File: src/rtl/canspi_pkg.sv
// Shared constants, types and address helpers for the CAN SPI front end.
// Assumes a 7-bit register address space and three transmit buffers.
package canspi_pkg;

    localparam int ADDR_W     = 7;
    localparam int NUM_TX     = 3;
    localparam int TX_STRIDE  = 16;
    localparam int TXREQ_BIT  = 3;
    localparam int NUM_CODES  = 7;

    localparam logic [6:0] A_STAT = 7'h0E;
    localparam logic [6:0] A_CTRL = 7'h0F;
    localparam logic [6:0] A_IEN  = 7'h2B;
    localparam logic [6:0] A_IFLG = 7'h2C;
    localparam logic [6:0] A_TXC0 = 7'h30;
    localparam logic [6:0] A_RXC0 = 7'h60;
    localparam logic [6:0] A_RXC1 = 7'h70;

    localparam logic [6:0] FAST_BASE = 7'h61;
    localparam logic [6:0] FAST_BUF  = 7'd16;
    localparam logic [6:0] FAST_HALF = 7'd5;

    localparam logic [2:0] MODE_CFG = 3'b100;
    localparam logic [7:0] CTRL_RST = 8'h80;

    localparam logic [7:0] OP_RESET = 8'hC0;
    localparam logic [7:0] OP_READ  = 8'h03;
    localparam logic [7:0] OP_WRITE = 8'h02;
    localparam logic [7:0] OP_BMOD  = 8'h05;

    typedef enum logic [2:0] {
        ST_OP, ST_ADDR, ST_MASK, ST_WR, ST_MOD, ST_RD, ST_SKIP
    } cmd_st_t;

    typedef enum logic [1:0] {K_RD, K_WR, K_BM} cmd_kind_t;

    // Address of transmit control register i
    function automatic logic [6:0] txc_addr(input int i);
        return A_TXC0 + 7'(i * TX_STRIDE);
    endfunction

    // True where the masked update merges instead of overwriting
    function automatic logic masked_ok(input logic [6:0] a);
        return (a == A_CTRL) || (a == A_IEN) || (a == A_IFLG) ||
               (a == txc_addr(0)) || (a == txc_addr(1)) || (a == txc_addr(2)) ||
               (a == A_RXC0) || (a == A_RXC1);
    endfunction

endpackage

File: src/rtl/canspi_link.sv
// SPI mode 0 byte framer, oversampled in the system clock domain.
// Assumes the SPI clock is at most about a tenth of clk; SYNC flops per pin.
module canspi_link #(
    parameter int SYNC = 2
) (
    input  logic       clk,
    input  logic       rst_n,
    input  logic       sck,
    input  logic       csn,
    input  logic       mosi,
    input  logic [7:0] tx_byte,
    output logic       miso,
    output logic       active,
    output logic       byte_done,
    output logic [7:0] rx_byte,
    output logic       cs_rise
);
    localparam int CW = SYNC + 1;

    logic [CW-1:0] sck_s, csn_s, mosi_s;
    logic [2:0]    bit_cnt;
    logic [7:0]    rx_sr, tx_sr;
    logic          rise, fall;

    // Bring the SPI pins into the clk domain, one extra stage for edges
    always_ff @(posedge clk) begin
        if (!rst_n) begin
            sck_s  <= '0;
            csn_s  <= '1;
            mosi_s <= '0;
        end else begin
            sck_s  <= {sck_s[CW-2:0], sck};
            csn_s  <= {csn_s[CW-2:0], csn};
            mosi_s <= {mosi_s[CW-2:0], mosi};
        end
    end

    assign rise    = sck_s[SYNC-1] & ~sck_s[SYNC];
    assign fall    = ~sck_s[SYNC-1] & sck_s[SYNC];
    assign active  = ~csn_s[SYNC-1];
    assign cs_rise = csn_s[SYNC-1] & ~csn_s[SYNC];

    // Shift in on rising edges, shift out or reload on falling edges
    always_ff @(posedge clk) begin
        if (!rst_n) begin
            bit_cnt   <= '0;
            rx_sr     <= '0;
            tx_sr     <= '0;
            byte_done <= 1'b0;
        end else begin
            byte_done <= 1'b0;
            if (!active) begin
                bit_cnt <= '0;
                tx_sr   <= '0;
            end else begin
                if (rise) begin
                    rx_sr   <= {rx_sr[6:0], mosi_s[SYNC-1]};
                    bit_cnt <= bit_cnt + 3'd1;
                    if (bit_cnt == 3'd7) byte_done <= 1'b1;
                end
                if (fall) begin
                    if (bit_cnt == 3'd0) tx_sr <= tx_byte;
                    else                 tx_sr <= {tx_sr[6:0], 1'b0};
                end
            end
        end
    end

    assign rx_byte = rx_sr;
    assign miso    = active & tx_sr[7];

endmodule

File: src/rtl/canspi_cmd.sv
// Instruction decoder: walks through opcode, address, mask and data bytes.
// Assumes byte_done pulses once per received byte while chip select is low.
module canspi_cmd
    import canspi_pkg::*;
#(
    parameter int AW = ADDR_W
) (
    input  logic          clk,
    input  logic          rst_n,
    input  logic          active,
    input  logic          byte_done,
    input  logic [7:0]    rx_byte,
    input  logic          cs_rise,
    output logic [AW-1:0] ptr,
    output logic          we,
    output logic          wmasked,
    output logic [7:0]    wmask,
    output logic          soft_rst,
    output logic          rts_pulse,
    output logic [2:0]    rts_bits,
    output logic [1:0]    rx_clr
);
    cmd_st_t   st;
    cmd_kind_t kind;
    logic      clr_arm, clr_buf, at_op;

    assign at_op     = byte_done && (st == ST_OP);
    assign we        = byte_done && ((st == ST_WR) || (st == ST_MOD));
    assign wmasked   = (st == ST_MOD);
    assign soft_rst  = at_op && (rx_byte == OP_RESET);
    assign rts_pulse = at_op && (rx_byte[7:3] == 5'b10000);
    assign rts_bits  = rx_byte[2:0];
    assign rx_clr    = (cs_rise && clr_arm) ? (clr_buf ? 2'b10 : 2'b01) : 2'b00;

    // Sequence through the bytes of one chip-select frame
    always_ff @(posedge clk) begin
        if (!rst_n) begin
            st      <= ST_OP;
            kind    <= K_RD;
            ptr     <= '0;
            wmask   <= '0;
            clr_arm <= 1'b0;
            clr_buf <= 1'b0;
        end else if (!active) begin
            st      <= ST_OP;
            clr_arm <= 1'b0;
        end else if (byte_done) begin
            case (st)
                ST_OP: begin
                    casez (rx_byte)
                        OP_READ:      begin st <= ST_ADDR; kind <= K_RD; end
                        OP_WRITE:     begin st <= ST_ADDR; kind <= K_WR; end
                        OP_BMOD:      begin st <= ST_ADDR; kind <= K_BM; end
                        8'b1001_0??0: begin
                            st      <= ST_RD;
                            ptr     <= FAST_BASE + (rx_byte[2] ? FAST_BUF : 7'd0)
                                                 + (rx_byte[1] ? FAST_HALF : 7'd0);
                            clr_arm <= 1'b1;
                            clr_buf <= rx_byte[2];
                        end
                        default:      st <= ST_SKIP;
                    endcase
                end
                ST_ADDR: begin
                    ptr <= rx_byte[AW-1:0];
                    st  <= (kind == K_RD) ? ST_RD : (kind == K_WR) ? ST_WR : ST_MASK;
                end
                ST_MASK: begin
                    wmask <= rx_byte;
                    st    <= ST_MOD;
                end
                ST_WR, ST_RD: ptr <= ptr + 1'b1;
                ST_MOD:       st  <= ST_SKIP;
                default:      ;
            endcase
        end
    end

endmodule

File: src/rtl/canspi_irq_prio.sv
// Priority encoder for the status interrupt code and the interrupt line.
// Assumes the flag bit layout fixed by the package.
module canspi_irq_prio
    import canspi_pkg::*;
(
    input  logic [7:0] flags,
    input  logic [7:0] ien,
    output logic [2:0] icode,
    output logic       irq
);
    logic [7:0] pend;

    // Flag bit reported by code k+1, highest precedence first
    function automatic int src_bit(input int k);
        case (k)
            0:       return 5;
            1:       return 6;
            2:       return 2;
            3:       return 3;
            4:       return 4;
            5:       return 0;
            default: return 1;
        endcase
    endfunction

    // Scan from lowest to highest precedence so the highest wins
    always_comb begin
        pend  = flags & ien;
        icode = '0;
        for (int k = NUM_CODES - 1; k >= 0; k--) begin
            if (pend[src_bit(k)]) icode = 3'(k + 1);
        end
    end

    assign irq = |pend;

endmodule

File: src/rtl/canspi_regs.sv
// Register array with the mode, status, flag and transmit-control behaviour.
// Assumes at most one SPI write per cycle; side-band set beats clear.
module canspi_regs
    import canspi_pkg::*;
#(
    parameter int AW  = ADDR_W,
    parameter int NTX = NUM_TX
) (
    input  logic          clk,
    input  logic          rst_n,
    input  logic          soft_rst,
    input  logic          we,
    input  logic [AW-1:0] waddr,
    input  logic [7:0]    wdata,
    input  logic          wmasked,
    input  logic [7:0]    wmask,
    input  logic [AW-1:0] raddr,
    input  logic          rts_pulse,
    input  logic [2:0]    rts_bits,
    input  logic [NTX-1:0] tx_done,
    input  logic [1:0]    rx_clr,
    input  logic [7:0]    flag_set,
    input  logic [2:0]    icode,
    output logic [7:0]    rd_data,
    output logic [7:0]    flags_q,
    output logic [7:0]    ien_q,
    output logic [NTX-1:0] tx_req,
    output logic [2:0]    mode_q
);
    localparam int DEPTH = 1 << AW;

    logic [7:0]           mem [DEPTH];
    logic [7:0]           wval, flag_nxt;
    logic [NTX-1:0][7:0]  txc_nxt;
    logic [2:0]           mode_req;

    // Value an SPI write stores: merged under mask where allowed
    always_comb begin
        if (wmasked && masked_ok(waddr))
            wval = (mem[waddr] & ~wmask) | (wdata & wmask);
        else
            wval = wdata;
    end

    // Next flag byte: write, then receive clears, then side-band sets
    always_comb begin
        flag_nxt = (we && waddr == A_IFLG) ? wval : mem[A_IFLG];
        flag_nxt = (flag_nxt & ~{6'b0, rx_clr}) | flag_set;
    end

    // Next transmit control bytes: write, then done clears, then requests set
    always_comb begin
        for (int i = 0; i < NTX; i++) begin
            txc_nxt[i] = (we && waddr == txc_addr(i)) ? wval : mem[txc_addr(i)];
            if (tx_done[i])                 txc_nxt[i][TXREQ_BIT] = 1'b0;
            if (rts_pulse && rts_bits[i])   txc_nxt[i][TXREQ_BIT] = 1'b1;
        end
    end

    // Transmit request outputs mirror the control bits
    always_comb begin
        for (int i = 0; i < NTX; i++) tx_req[i] = mem[txc_addr(i)][TXREQ_BIT];
    end

    assign mode_req = mem[A_CTRL][7:5];

    // Register storage and the current mode
    always_ff @(posedge clk) begin
        if (!rst_n || soft_rst) begin
            for (int i = 0; i < DEPTH; i++)
                mem[i] <= (i == int'(A_CTRL)) ? CTRL_RST : 8'h00;
            mode_q <= MODE_CFG;
        end else begin
            if (we && waddr != A_STAT) mem[waddr] <= wval;
            mem[A_IFLG] <= flag_nxt;
            for (int i = 0; i < NTX; i++) mem[txc_addr(i)] <= txc_nxt[i];
            if (mode_req <= MODE_CFG) mode_q <= mode_req;
        end
    end

    assign flags_q = mem[A_IFLG];
    assign ien_q   = mem[A_IEN];
    assign rd_data = (raddr == A_STAT) ? {mode_q, 1'b0, icode, 1'b0} : mem[raddr];

endmodule

File: src/rtl/canspi_front.sv
// Top level: SPI framer, instruction decoder, register bank and interrupt encoder.
// Assumes spi_* pins are asynchronous to clk and slow relative to it.
module canspi_front
    import canspi_pkg::*;
#(
    parameter int AW   = ADDR_W,
    parameter int NTX  = NUM_TX,
    parameter int SYNC = 2
) (
    input  logic           clk,
    input  logic           rst_n,
    input  logic           spi_sck,
    input  logic           spi_csn,
    input  logic           spi_mosi,
    output logic           spi_miso,
    input  logic [7:0]     flag_set,
    input  logic [NTX-1:0] tx_done,
    output logic [NTX-1:0] tx_req,
    output logic           irq,
    output logic [2:0]     cur_mode
);
    logic          active, byte_done, cs_rise;
    logic [7:0]    rx_byte, rd_data, wmask, flags_q, ien_q;
    logic [AW-1:0] ptr;
    logic          we, wmasked, soft_rst, rts_pulse;
    logic [2:0]    rts_bits, icode;
    logic [1:0]    rx_clr;

    canspi_link #(.SYNC(SYNC)) u_link (
        .clk(clk), .rst_n(rst_n), .sck(spi_sck), .csn(spi_csn), .mosi(spi_mosi),
        .tx_byte(rd_data), .miso(spi_miso), .active(active),
        .byte_done(byte_done), .rx_byte(rx_byte), .cs_rise(cs_rise)
    );

    canspi_cmd #(.AW(AW)) u_cmd (
        .clk(clk), .rst_n(rst_n), .active(active), .byte_done(byte_done),
        .rx_byte(rx_byte), .cs_rise(cs_rise), .ptr(ptr), .we(we),
        .wmasked(wmasked), .wmask(wmask), .soft_rst(soft_rst),
        .rts_pulse(rts_pulse), .rts_bits(rts_bits), .rx_clr(rx_clr)
    );

    canspi_regs #(.AW(AW), .NTX(NTX)) u_regs (
        .clk(clk), .rst_n(rst_n), .soft_rst(soft_rst), .we(we), .waddr(ptr),
        .wdata(rx_byte), .wmasked(wmasked), .wmask(wmask), .raddr(ptr),
        .rts_pulse(rts_pulse), .rts_bits(rts_bits), .tx_done(tx_done),
        .rx_clr(rx_clr), .flag_set(flag_set), .icode(icode), .rd_data(rd_data),
        .flags_q(flags_q), .ien_q(ien_q), .tx_req(tx_req), .mode_q(cur_mode)
    );

    canspi_irq_prio u_prio (
        .flags(flags_q), .ien(ien_q), .icode(icode), .irq(irq)
    );

endmodule

File: config.mk
export PLATFORM = sky130hd
export DESIGN_NAME = canspi_front
export DESIGN_NICKNAME = d
export VERILOG_FILES = /design/src/rtl/canspi_pkg.sv /design/src/rtl/canspi_link.sv /design/src/rtl/canspi_cmd.sv /design/src/rtl/canspi_irq_prio.sv /design/src/rtl/canspi_regs.sv /design/src/rtl/canspi_front.sv
export SDC_FILE = /design/constraint.sdc
export NUM_CORES = 2
export LEC_CHECK = 0
export BUFFER_PORTS_ARGS = -buffer_cell sky130_fd_sc_hd__buf_2
export CORE_ASPECT_RATIO = 0.7
export CORE_MARGIN = 3
export CORE_UTILIZATION = 50
export DETAILED_ROUTE_END_ITERATION = 16
export GPL_ROUTABILITY_DRIVEN = 0
export GPL_TIMING_DRIVEN = 1
export PLACE_DENSITY = 0.66
export SYNTH_ARGS = -nofsm -noshare
export SYNTH_HDL_FRONTEND = slang
export SYNTH_SLANG_ARGS = --single-unit
File: constraint.sdc
create_clock -name clk -period 3.8 [get_ports clk]
set_input_delay 0.57 -clock clk [delete_from_list [all_inputs] [get_ports clk]]
set_output_delay 0.57 -clock clk [all_outputs]
set_load 0.01 [all_outputs]
==> load_flow_metrics.sql <==
INSERT INTO impl_metrics (metric_group, metric, value, unit) VALUES
('cts', 'worst_skew_pair.late_latency', '720', 'ps'),
('floorplanning', 'floorplan.rows', '94', ''),
('setup_path', 'critPathSlowestCell', 'sky130_fd_sc_hd__mux4_2', ''),
('synthesis', 'postSynthRegisterBits', '1084', ''),
('timing', 'report.final.slew_viol_count', '0', ''),
('floorplanning', 'floorplan.initialDensity', '0.510', ''),
('floorplanning', 'floorplan.io_pins', '24', ''),
('drt', 'routed.top_layer', 'met5', ''),
('setup_path', 'critical_path_class', 'reg -> reg', ''),
('drt', 'post-route-drc-count', '0', ''),
('power', 'power_switching_share', '0.214', ''),
('timing', 'timing.final.setup_violations', '0', ''),
('cts', 'cts.reportedPaths.clkPinSlew', '60', 'ps'),
('layout', 'final_core_utilization', '0.585', ''),
('floorplanning', 'die_area', '101000', 'um^2'),
('timing', 'finalClockSkew', '45.7', 'ps'),
('synthesis', 'synth-edff-count', '1013', ''),
('layout', 'area.growth.synth_to_final', '14.8', '%'),
('drt', 'finalWirelength', '156', 'mm'),
('setup_path', 'worstPathRequired', '4260', 'ps'),
('drt', 'detail_route.vias_per_cell', '6.49', ''),
('cts', 'cts_buffers', '103', ''),
('global_routing', 'grt_pass1_wl', '226', 'mm'),
('cts', 'clock_sinks', '1084', ''),
('layout', 'fillCellCount', '7445', ''),
('global_routing', 'grt_max_degree', '85', ''),
('drt', 'wl_per_instance', '30.2', 'um'),
('cts', 'tritoncts', 'built', ''),
('global_routing', 'antenna_found_initial', '8', ''),
('timing', 'final_period_minus_worst_setup_slack', '3720', 'ps'),
('setup_path', 'cp_top_family', 'multiplexers', ''),
('synthesis', 'synth_area', '48500', 'um^2'),
('drt', 'dr.first_iter.drc_count', '5645', ''),
('power', 'totalPowerFinal', '24.8', 'mW'),
('power', 'pwr-share-clk', '0.429', ''),
('layout', 'final_net_count', '3842', ''),
('layout', 'share_of_final_layout_standard_cells_stronger_than_drive_strength_1', '0.203', ''),
('run', 'max_cap_viol_count', '0', ''),
('synthesis', 'avg_inst_size_synth', '13.3', 'um^2'),
('layout', 'stdcell_count', '5161', ''),
('power', 'power-per-cell-area', '445', 'nW/um^2'),
('cts', 'ctsHoldBuffers', '0', ''),
('power', 'power.share.sequential', '0.544', ''),
('floorplanning', 'dieWidth', '378', 'um'),
('setup_path', 'path_cells', 'buf_12, mux4_2, a22o_1, a221oi_1, buf_4, o31ai_1, and4bb_2, mux2_4, buf_12, buf_4, nor2_1', ''),
('run_status', 'run_status', 'complete, no violations', ''),
('synthesis', 'synth_sequential_area_ratio', '0.656', ''),
('setup_path', 'cp_slowest_stage_delay', '630', 'ps'),
('place', 'numPortBuffers', '23', ''),
('drt', 'drt-met1-wl', '62.0', 'mm'),
('place', 'detailed_place_hpwl', '107', 'mm'),
('timing', 'fmax', '0.268', 'GHz'),
('setup_path', 'crit_path_max_fanout', '27', ''),
('global_routing', 'track_usage', '0.311', ''),
('drt', 'wl_met2', '62.2', 'mm'),
('timing', 'finalSetupTns', '0', 'ps'),
('floorplanning', 'dieHeight', '267', 'um'),
('cts', 'clock_tree.root_cell', 'sky130_fd_sc_hd__clkbuf_16', ''),
('setup_path', 'crit_buf_inv', '4', ''),
('timing', 'count_of_final_hold_check_violations', '0', ''),
('drt', 'met3_wirelength', '26.4', 'mm'),
('worst_hold_path', 'timing.hold.worst.class', 'in -> reg', ''),
('power', 'p_comb_frac', '0.027', ''),
('power', 'internal-power', '19.5', 'mW'),
('timing', 'final_worst_path_cycle_share', '0.980', ''),
('place', 'dp.cells', '4962', ''),
('synthesis', 'ys_warn_count', '0', ''),
('drt', 'postRouteAntennaNets', '0', ''),
('drt', 'first_pass_iters', '8', ''),
('timing', 'final_critical_path_setup_slack', '75.2', 'ps'),
('cts', 'cts_max_level', '3', '');
layout make-up:
class                           count  area [um^2]  share of cell area
Clock inverter                     69          669              0.0120
Tap cell                         1248         1560              0.0280
Timing Repair Buffer              353         3470              0.0623
Clock buffer                      122         2720              0.0489
Multi-Input combinational cell   2254        15300               0.275
Sequential cell                  1084        31900               0.572
Antenna cell                        7         17.5            0.000314
Inverter                           24         90.1             0.00162
cell usage in the layout, fill, tap and decap left out, types with 14 or more instances in the layout:
cell type                   netlist  final
sky130_fd_sc_hd__edfxtp_1      1013   1013
sky130_fd_sc_hd__o22ai_1         35     34
sky130_fd_sc_hd__inv_1           20     20
sky130_fd_sc_hd__and3_1          14     14
sky130_fd_sc_hd__clkbuf_16        0    106
sky130_fd_sc_hd__nand2b_1        16     16
sky130_fd_sc_hd__mux2i_1        101    101
sky130_fd_sc_hd__nand2_1        330    330
sky130_fd_sc_hd__nor3_1          32     32
sky130_fd_sc_hd__clkbuf_1       117     15
sky130_fd_sc_hd__dfxtp_1         71     65
sky130_fd_sc_hd__nand3_1         29     29
sky130_fd_sc_hd__a22oi_1         30     30
sky130_fd_sc_hd__mux4_2         241    241
sky130_fd_sc_hd__buf_2           77     23
sky130_fd_sc_hd__clkinv_2         0     16
sky130_fd_sc_hd__buf_12           0     70
sky130_fd_sc_hd__o21ai_0         40     39
sky130_fd_sc_hd__buf_4           56    260
sky130_fd_sc_hd__nor2_1        1010   1007
sky130_fd_sc_hd__a21oi_1        167    167
sky130_fd_sc_hd__clkinv_1         2     27
power by group through the flow:
stage                     clock, mW  combinational [mW]  sequential (mW)
after CTS                      10.6               0.646             13.5
after global placement            0               0.635             13.7
after floorplan                   0               0.375             13.7
final                          10.6               0.657             13.5
after global routing           11.1               0.692             13.5
after detailed placement          0               0.643             13.7
worst reg2reg max path, stage by stage (launching register included):
cell	delay, ps
sky130_fd_sc_hd__dfxtp_4	480
sky130_fd_sc_hd__buf_12	290
sky130_fd_sc_hd__mux4_2	650
sky130_fd_sc_hd__a22o_1	220
sky130_fd_sc_hd__a221oi_1	380
sky130_fd_sc_hd__buf_4	190
sky130_fd_sc_hd__o31ai_1	80
sky130_fd_sc_hd__and4bb_2	480
sky130_fd_sc_hd__mux2_4	240
sky130_fd_sc_hd__buf_12	170
sky130_fd_sc_hd__buf_4	220
sky130_fd_sc_hd__nor2_1	80
synthesized netlist by cell type, types with 9 or more instances:
library cell / count / area share
sky130_fd_sc_hd__nand2b_1: 16 / 0.0021
sky130_fd_sc_hd__nor2b_1: 14 / 0.0018
sky130_fd_sc_hd__buf_1: 16 / 0.0012
sky130_fd_sc_hd__inv_1: 20 / 0.0015
sky130_fd_sc_hd__nand2_1: 330 / 0.026
sky130_fd_sc_hd__o22ai_1: 35 / 0.0045
sky130_fd_sc_hd__nand4_1: 13 / 0.0017
sky130_fd_sc_hd__nand3_1: 29 / 0.0030
sky130_fd_sc_hd__buf_2: 77 / 0.0079
sky130_fd_sc_hd__or3_1: 10 / 0.0013
sky130_fd_sc_hd__buf_4: 56 / 0.0087
sky130_fd_sc_hd__edfxtp_1: 1013 / 0.63
sky130_fd_sc_hd__and3_1: 14 / 0.0018
sky130_fd_sc_hd__clkbuf_1: 117 / 0.0090
sky130_fd_sc_hd__nor3_1: 32 / 0.0033
sky130_fd_sc_hd__a22oi_1: 30 / 0.0046
sky130_fd_sc_hd__a211oi_1: 13 / 0.0020
sky130_fd_sc_hd__buf_6: 10 / 0.0023
sky130_fd_sc_hd__a21oi_1: 167 / 0.017
sky130_fd_sc_hd__o21ai_0: 40 / 0.0041
sky130_fd_sc_hd__and2_1: 11 / 0.0014
sky130_fd_sc_hd__mux2i_1: 101 / 0.021
sky130_fd_sc_hd__a31oi_1: 9 / 0.0012
sky130_fd_sc_hd__mux4_2: 241 / 0.11
sky130_fd_sc_hd__mux2_2: 12 / 0.0028
sky130_fd_sc_hd__dfxtp_1: 71 / 0.029
sky130_fd_sc_hd__nor2_1: 1010 / 0.078
path summary, 6_finish.rpt:
check / cells past startpoint / startpoint / slack (ps) / end
max: 11 / flop / 80 / u_regs.mem[109][2]
max reg2reg: 11 / flop / 80 / u_regs.mem[109][2]
min reg2reg: 1 / u_link.mosi_s[0] / 420 / u_link.mosi_s[1]
min: 2 / spi_csn / 40 / u_link.csn_s[0]
what timing repair did:
item / in CTS / in global routing
setup endpoints to repair: 0 / 91
buffers inserted: 0 / 1
resized for setup: 0 / 2
per-stage QoR:
stage	area, um^2	hold WS [ps]
4_1_cts	55700	14.0
2_1_floorplan	48500	386
3_5_place_dp	52300	401
3_3_place_gp	52300	391
5_1_grt	55700	38.0
6_report	55700	40.7
flip-flops by register name, summed over array words and instances, names as in the netlist, 2 cells and up, named ones only:
signal          count
u_regs.mem       1024
u_cmd.wmask         8
u_link.rx_byte      8
u_link.tx_sr        8
u_cmd.ptr           7
u_cmd.st            3
u_link.bit_cnt      3
u_link.csn_s        3
u_link.sck_s        3
u_regs.mode_q       3
u_cmd.kind          2
u_link.mosi_s       2
cells by family (layout without fill, tap and decap cells):
family / Yosys count / count (layout) / synth area share
muxes: 356 / 356 / 0.136
DFF: 1084 / 1084 / 0.656
and+or+nand+nor: 1514 / 1514 / 0.126
other: 0 / 7 / 0
AOI/OAI and AO/OA: 376 / 376 / 0.0490
xor gates and xnor gates: 2 / 2 / 0.000361
buffers and inverters: 300 / 568 / 0.0311
adders and majority gates: 6 / 6 / 0.00155
per-layer routing:
| metal | GRT usage | vias up |
|---|---|---|
| met1 | 0.465 | 16900 |
| li1 | - | 13800 |
| met5 | 0 | - |
| met4 | 0.0915 | 8 |
| met2 | 0.409 | 2512 |
| met3 | 0.138 | 322 |
Power figures use the tool's default switching activity.
